**config.mk**
```make
export PLATFORM = sky130hd
export DESIGN_NAME = phy_ireg_seq
export DESIGN_NICKNAME = d
export VERILOG_FILES = /design/src/rtl/phy_ireg_pkg.sv /design/src/rtl/phy_ireg_ack_sync.sv /design/src/rtl/phy_ireg_poll_timer.sv /design/src/rtl/phy_ireg_seq.sv
export SDC_FILE = /design/constraint.sdc
export NUM_CORES = 1
export LEC_CHECK = 0
export CAP_MARGIN = 20
export CORE_MARGIN = 3
export CORE_UTILIZATION = 42
export CTS_CLUSTER_SIZE = 16
export DETAILED_ROUTE_END_ITERATION = 10
export DONT_BUFFER_PORTS = 1
export PLACE_DENSITY = 0.67
export SLEW_MARGIN = 20
export SYNTH_ARGS = -nofsm -noshare
export SYNTH_HDL_FRONTEND = slang
export SYNTH_SLANG_ARGS = --single-unit
```
**constraint.sdc**
```tcl
create_clock -name clk -period 2.2 [get_ports clk]
set_clock_uncertainty 0.15 [all_clocks]
set_input_delay 0.44 -clock clk [delete_from_list [all_inputs] [get_ports clk]]
set_output_delay 0.44 -clock clk [all_outputs]
set_load 0.05 [all_outputs]
```
**src/rtl/phy_ireg_pkg.sv**
```systemverilog
package phy_ireg_pkg;

  localparam int CTL_W   = 20;
  localparam int STAT_W  = 17;
  localparam int BUS_W   = 16;
  localparam int STEP_W  = 3;

  // strobe positions inside the control word (decoded by the PHY)
  localparam int B_CAP_ADDR = 16;
  localparam int B_CAP_DATA = 17;
  localparam int B_WRITE    = 18;
  localparam int B_READ     = 19;
  localparam int B_ACK      = 16;

  typedef enum logic [1:0] {S_IDLE, S_PRE, S_WAIT} seq_state_t;

  // index of the final handshake step for the operation
  function automatic logic [STEP_W-1:0] last_step(input logic is_wr);
    return is_wr ? STEP_W'(5) : STEP_W'(3);
  endfunction

  // even steps carry a strobe and wait for ack high; odd steps wait for low
  function automatic logic step_expect(input logic [STEP_W-1:0] step);
    return ~step[0];
  endfunction

  function automatic logic [CTL_W-1:0] strobe(input int pos);
    return CTL_W'(1) << pos;
  endfunction

  // control word driven during a given handshake step
  function automatic logic [CTL_W-1:0] step_word(input logic is_wr,
                                                 input logic [STEP_W-1:0] step,
                                                 input logic [BUS_W-1:0] addr,
                                                 input logic [BUS_W-1:0] data);
    logic [CTL_W-1:0] a, d;
    a = CTL_W'(addr);
    d = CTL_W'(data);
    case (step)
      3'd0:    return a | strobe(B_CAP_ADDR);
      3'd1:    return a;
      3'd2:    return is_wr ? (d | strobe(B_CAP_DATA)) : strobe(B_READ);
      3'd3:    return is_wr ? d : '0;
      3'd4:    return is_wr ? strobe(B_WRITE) : '0;
      3'd5:    return is_wr ? d : '0;
      default: return '0;
    endcase
  endfunction

endpackage

```
**src/rtl/phy_ireg_ack_sync.sv**
```systemverilog
module phy_ireg_ack_sync #(
  parameter int STAGES = 2
) (
  input  logic clk,
  input  logic rst_n,
  input  logic d_in,
  output logic d_sync
);
  logic [STAGES-1:0] sr_q;

  generate
    for (genvar i = 0; i < STAGES; i++) begin : g_stage
      always_ff @(posedge clk) begin
        if (!rst_n) sr_q[i] <= 1'b0;
        else if (i == 0) sr_q[i] <= d_in;
        else sr_q[i] <= sr_q[(i == 0) ? 0 : i-1];
      end
    end
  endgenerate

  assign d_sync = sr_q[STAGES-1];
endmodule

```
**src/rtl/phy_ireg_poll_timer.sv**
```systemverilog
module phy_ireg_poll_timer #(
  parameter int GAP   = 100,
  parameter int POLLS = 10
) (
  input  logic clk,
  input  logic rst_n,
  input  logic restart,
  input  logic run,
  output logic poll_now,
  output logic last_poll
);
  localparam int GW = $clog2(GAP + 1);
  localparam int PW = $clog2(POLLS + 1);

  logic [GW-1:0] gap_q;
  logic [PW-1:0] cnt_q;

  assign poll_now  = run && (gap_q == GW'(GAP - 1));
  assign last_poll = (cnt_q == PW'(POLLS - 1));

  always_ff @(posedge clk) begin
    if (!rst_n) begin
      gap_q <= '0;
      cnt_q <= '0;
    end else if (restart) begin
      gap_q <= '0;
      cnt_q <= '0;
    end else if (poll_now) begin
      gap_q <= '0;
      cnt_q <= cnt_q + PW'(1);
    end else if (run) begin
      gap_q <= gap_q + GW'(1);
    end
  end
endmodule

```
**src/rtl/phy_ireg_seq.sv**
```systemverilog
module phy_ireg_seq
  import phy_ireg_pkg::*;
#(
  parameter int CLK_MHZ     = 100,
  parameter int POLL_GAP    = CLK_MHZ,
  parameter int POLL_MAX    = 10,
  parameter int SYNC_STAGES = 2
) (
  input  logic        clk,
  input  logic        rst_n,
  input  logic        req_valid,
  input  logic        req_write,
  input  logic [15:0] req_addr,
  input  logic [15:0] req_wdata,
  output logic        req_ready,
  output logic        rsp_done,
  output logic        rsp_err,
  output logic [15:0] rsp_rdata,
  output logic [19:0] ctl_word,
  input  logic [16:0] stat_word
);
  seq_state_t        state_q;
  logic [STEP_W-1:0] step_q;
  logic              op_wr_q;
  logic [BUS_W-1:0]  addr_q, data_q, rdata_q;
  logic [CTL_W-1:0]  ctl_q;
  logic              done_q, err_q;

  // named internal events
  logic ack_s, poll_now, last_poll;
  logic accept, timer_restart, poll_hit, poll_miss;
  logic step_adv, seq_end, timeout_ev, rd_latch;

  phy_ireg_ack_sync #(.STAGES(SYNC_STAGES)) u_sync (
    .clk(clk), .rst_n(rst_n), .d_in(stat_word[B_ACK]), .d_sync(ack_s)
  );

  phy_ireg_poll_timer #(.GAP(POLL_GAP), .POLLS(POLL_MAX)) u_timer (
    .clk(clk), .rst_n(rst_n), .restart(timer_restart),
    .run(state_q == S_WAIT), .poll_now(poll_now), .last_poll(last_poll)
  );

  assign accept        = (state_q == S_IDLE) && req_valid;
  assign poll_hit      = poll_now && (ack_s == step_expect(step_q));
  assign poll_miss     = poll_now && !poll_hit;
  assign timeout_ev    = poll_miss && last_poll;
  assign step_adv      = poll_hit && (step_q != last_step(op_wr_q));
  assign seq_end       = poll_hit && (step_q == last_step(op_wr_q));
  assign rd_latch      = poll_hit && !op_wr_q && (step_q == STEP_W'(2));
  assign timer_restart = (state_q == S_PRE) || step_adv;

  always_ff @(posedge clk) begin
    if (!rst_n) begin
      state_q <= S_IDLE;
      step_q  <= '0;
      op_wr_q <= 1'b0;
      addr_q  <= '0;
      data_q  <= '0;
      rdata_q <= '0;
      ctl_q   <= '0;
      done_q  <= 1'b0;
      err_q   <= 1'b0;
    end else begin
      done_q <= 1'b0;
      err_q  <= 1'b0;
      case (state_q)
        S_IDLE: if (accept) begin
          op_wr_q <= req_write;
          addr_q  <= req_addr;
          data_q  <= req_wdata;
          ctl_q   <= CTL_W'(req_addr);
          state_q <= S_PRE;
        end
        S_PRE: begin
          ctl_q   <= step_word(op_wr_q, '0, addr_q, data_q);
          step_q  <= '0;
          state_q <= S_WAIT;
        end
        S_WAIT: begin
          if (rd_latch) rdata_q <= stat_word[BUS_W-1:0];
          if (step_adv) begin
            step_q <= step_q + STEP_W'(1);
            ctl_q  <= step_word(op_wr_q, step_q + STEP_W'(1), addr_q, data_q);
          end else if (seq_end || timeout_ev) begin
            ctl_q   <= '0;
            done_q  <= 1'b1;
            err_q   <= timeout_ev;
            state_q <= S_IDLE;
          end
        end
        default: state_q <= S_IDLE;
      endcase
    end
  end

  assign req_ready = (state_q == S_IDLE);
  assign rsp_done  = done_q;
  assign rsp_err   = err_q;
  assign rsp_rdata = rdata_q;
  assign ctl_word  = ctl_q;
endmodule

```
==> results.md <==
- Status: complete, but fails checks
- Violated checks: negative setup slack
- WP data arrival: 2.35 ns
- Reg2Reg Launch Point: step_q[1]
- Post-synth EDFFs: 0
- Clock sinks: 89
- First-pass DRT Iterations: 5
- Via density per instance: 5.81
- Worst path max stage delay: 0.39 ns
- Initial Utilization: 0.443
- Switch Pwr: 2.19 mW
- CTS HTree Levels: 3
- Port bufs: 0
- Total power: 5.13 mW
- First-pass GRT wire length: 14800 um
- Worst-path cell chain: buf_4, or3b_1, a221o_1, a41o_4, a221oi_1, o22ai_1
- ANT nets after route: 0
- Vias in the first global route: 3000
- Distinct cell type count after synthesis: 47
- Sw Ratio: 0.426
- Routed wire length: 10100 um
- Mapped Cells: 440
- Initial antenna violation count: 0
- Vias after detailed routing: 3216
- Remaining DRCs: 0
- Cell with the most instances after synthesis: nand2_1
- Power share of the clock group: 0.206
- Top cells by area, synth: dfxtp_1 45%, nand2_1 8.8%, mux2i_1 5.6%
- Clock Tree Buf Depth: 2
- Syn Nets: 504
- CP top delay family: compound AO/OA/AOI/OAI gates
- Fmax: 442 MHz
- Flops & latches, synth: 89
- GP Congestion: 0.823
- Worst Path Max Fanout: 8
- Combinational cell fraction of total power: 0.309
- Diode count: 0
- Row count: 34
- Synth top area share: 0.453
- Synth top cells by count: 92 x nand2_1, 89 x dfxtp_1, 39 x a21oi_1
- Critical path class: flop to flop
- Share of cells above drive strength 1: 0.159
- Layout Nets: 505
- Clock latency on the worst-skew pair: 0.35 ns
- Wire per inst: 18.2 um
- Sequential area share after synthesis: 0.453
- Ports: 92
- GRT overflow: 0
- Die height: 103 um
- Flop pwr share: 0.485
- Total die area: 10600 um^2
- Hold path startpoint: req_addr[3]
- Req. time, crit path: 2.28 ns
- Hold depth: 2
- Area grow syn2layout: 12.3%
- Num CTS Buffers: 9
- Crit path launch type: flop
- Cell area after synthesis: 3940 um^2
- Measured slew at the worst slew-check pin: 0.802 ns
- Slew headroom: 0.465
- Post-layout min period: 2.26 ns
- Count of final setup violators: 4
- P_int: 2.95 mW
- Max-cap violations: 0
- CP max-delay cell: dfxtp_4
- WHS: 0.0498 ns
- Worst Hold End: addr_q[3]
- WP buf/inv: 1
- Synth async-reset ratio: 0
- PwrDens: 1160 nW/um^2
- Reg2reg end: ctl_word[0]
- Post-CTS Hold Buffers: 0
- Final WS setup: -0.0623 ns
- Type of the worst min-delay path: primary input to flop
- Final Cycle Share: 1.03
- Largest net degree at the start of global routing: 55
- HPWL after DPL: 6150 um
- Reg2Reg Depth: 6
- CTS root buf: clkbuf_8
- CTS clk-pin slew, worst paths: 0.10 ns
- Initial DRC Count: 141
- Die W: 103 um
- Area leader, netlist: dfxtp_1
- Worst slack, placed: -0.0831 ns
- Core Footprint: 8890 um^2
- Total GRT Usage: 0.178
- Max-slew violation count: 0
- Main synth FF type: dfxtp_1
- RSZ-0062 raised after global routing: true
- Avg Synthesized Cell Area: 8.94 um^2
- CP Capture Type: flop
- CTS tree: done
- Worst vdd ir: 510 uV
- Leak: 1.75 nW
- Hold Fails Final Rpt: 0
- Synth Warn #: 0
- Slack of the worst reg-to-reg path: -0.06 ns
[registers in the layout (all words and copies together) (netlist names)]
signal	cells
data_q	16
addr_q	16
state_q	2
u_sync.sr_q	1
rsp_err	1
op_wr_q	1
rsp_rdata	16
step_q	3
u_sync.d_sync	1
ctl_word	20
u_timer.cnt_q	4
u_timer.gap_q	7
rsp_done	1
[final cells by class]
cell class,instances,area [um^2]
Multi-Input combinational cell,310,2030
Inverter,8,30.0
Clock inverter,7,58.8
Sequential cell,89,1790
Clock buffer,9,124
Tap cell,108,135
Timing Repair Buffer,23,253
Fill cell,840,4470
[cell families (layout without fill, tap and decap cells)]
logic type / Yosys count / count (layout) / share of synthesized area
XOR/XNOR: 11 / 11 / 0.0245
multiplexers: 22 / 22 / 0.0560
AO/OA/AOI/OAI: 100 / 101 / 0.185
AND/OR/NAND/NOR: 165 / 165 / 0.189
adder cells (fa/ha/maj): 11 / 11 / 0.0350
buffers and inverters: 42 / 47 / 0.0576
flip-flops: 89 / 89 / 0.453
[worst register-to-register path, cell delays in order, from the launching register on]
cell      delay, ns
dfxtp_4        0.39
buf_4          0.14
or3b_1         0.34
a221o_1        0.36
a41o_4         0.30
a221oi_1       0.32
o22ai_1        0.14
[worst max-delay path by stage]
| stage | from | endpoint | depth (start not counted) |
|---|---|---|---|
| 2_1_floorplan | state_q[0] | ctl_word[10] | 10 |
| 5_1_grt | step_q[1] | ctl_word[3] | 6 |
| 3_5_place_dp | step_q[0] | ctl_word[5] | 7 |
| 3_3_place_gp | step_q[0] | ctl_word[4] | 7 |
| 4_1_cts | step_q[1] | ctl_word[2] | 6 |
| 6_report | step_q[1] | ctl_word[0] | 6 |
[routing by layer]
metal	up-vias	wire length (um)	global-route usage	part of all wire
li1	1537	-	-	-
met1	1538	4310	0.228	0.43
met2	127	4840	0.285	0.48
met3	14	807	0.0670	0.080
met4	0	141	0.0448	0.014
met5	-	0	0	0
[power groups by stage]
stage	combinational, mW	sequential, mW	clock [mW]
after global routing	1.71	2.52	1.15
after global placement	1.30	2.52	0
after detailed placement	1.32	2.53	0
final	1.59	2.49	1.06
after CTS	1.34	2.49	1.09
after floorplan	1.05	2.46	0
[timing repair]
action | 4_1_cts | 5_1_grt
pin swaps | 0 | 18
setup buffers | 0 | 3
resized for setup | 3 | 16
setup endpoints to repair | 16 | 38
cloned | 0 | 3
[stage by stage]
step,util,TNS [ns],cells,cell area (um^2)
after global routing,0.497,-0.876,554,4420
after CTS,0.480,-0.0884,548,4270
final,0.497,-0.128,554,4420
after floorplan,-,0,440,3950
after detailed placement,0.458,-0.713,532,4080
after global placement,0.458,0,532,4080
[cell usage in the layout (no fill, tap or decap), drive strengths merged, types with 3 or more instances in the layout]
| cell | synthesis | routed |
|---|---|---|
| nand4 | 5 | 5 |
| buf | 14 | 21 |
| clkbuf | 18 | 11 |
| mux2i | 22 | 22 |
| nor2 | 33 | 33 |
| nor3b | 3 | 3 |
| a21oi | 39 | 39 |
| o22ai | 17 | 17 |
| xnor2 | 5 | 5 |
| a221oi | 17 | 17 |
| nand2b | 5 | 5 |
| inv | 8 | 12 |
| dfxtp | 89 | 89 |
| nand3 | 6 | 6 |
| nor2b | 3 | 3 |
| o211ai | 17 | 17 |
| nand2 | 92 | 92 |
| ha | 11 | 11 |
| xor2 | 6 | 6 |
| and2 | 5 | 5 |
(Power assumes the default switching activity.)
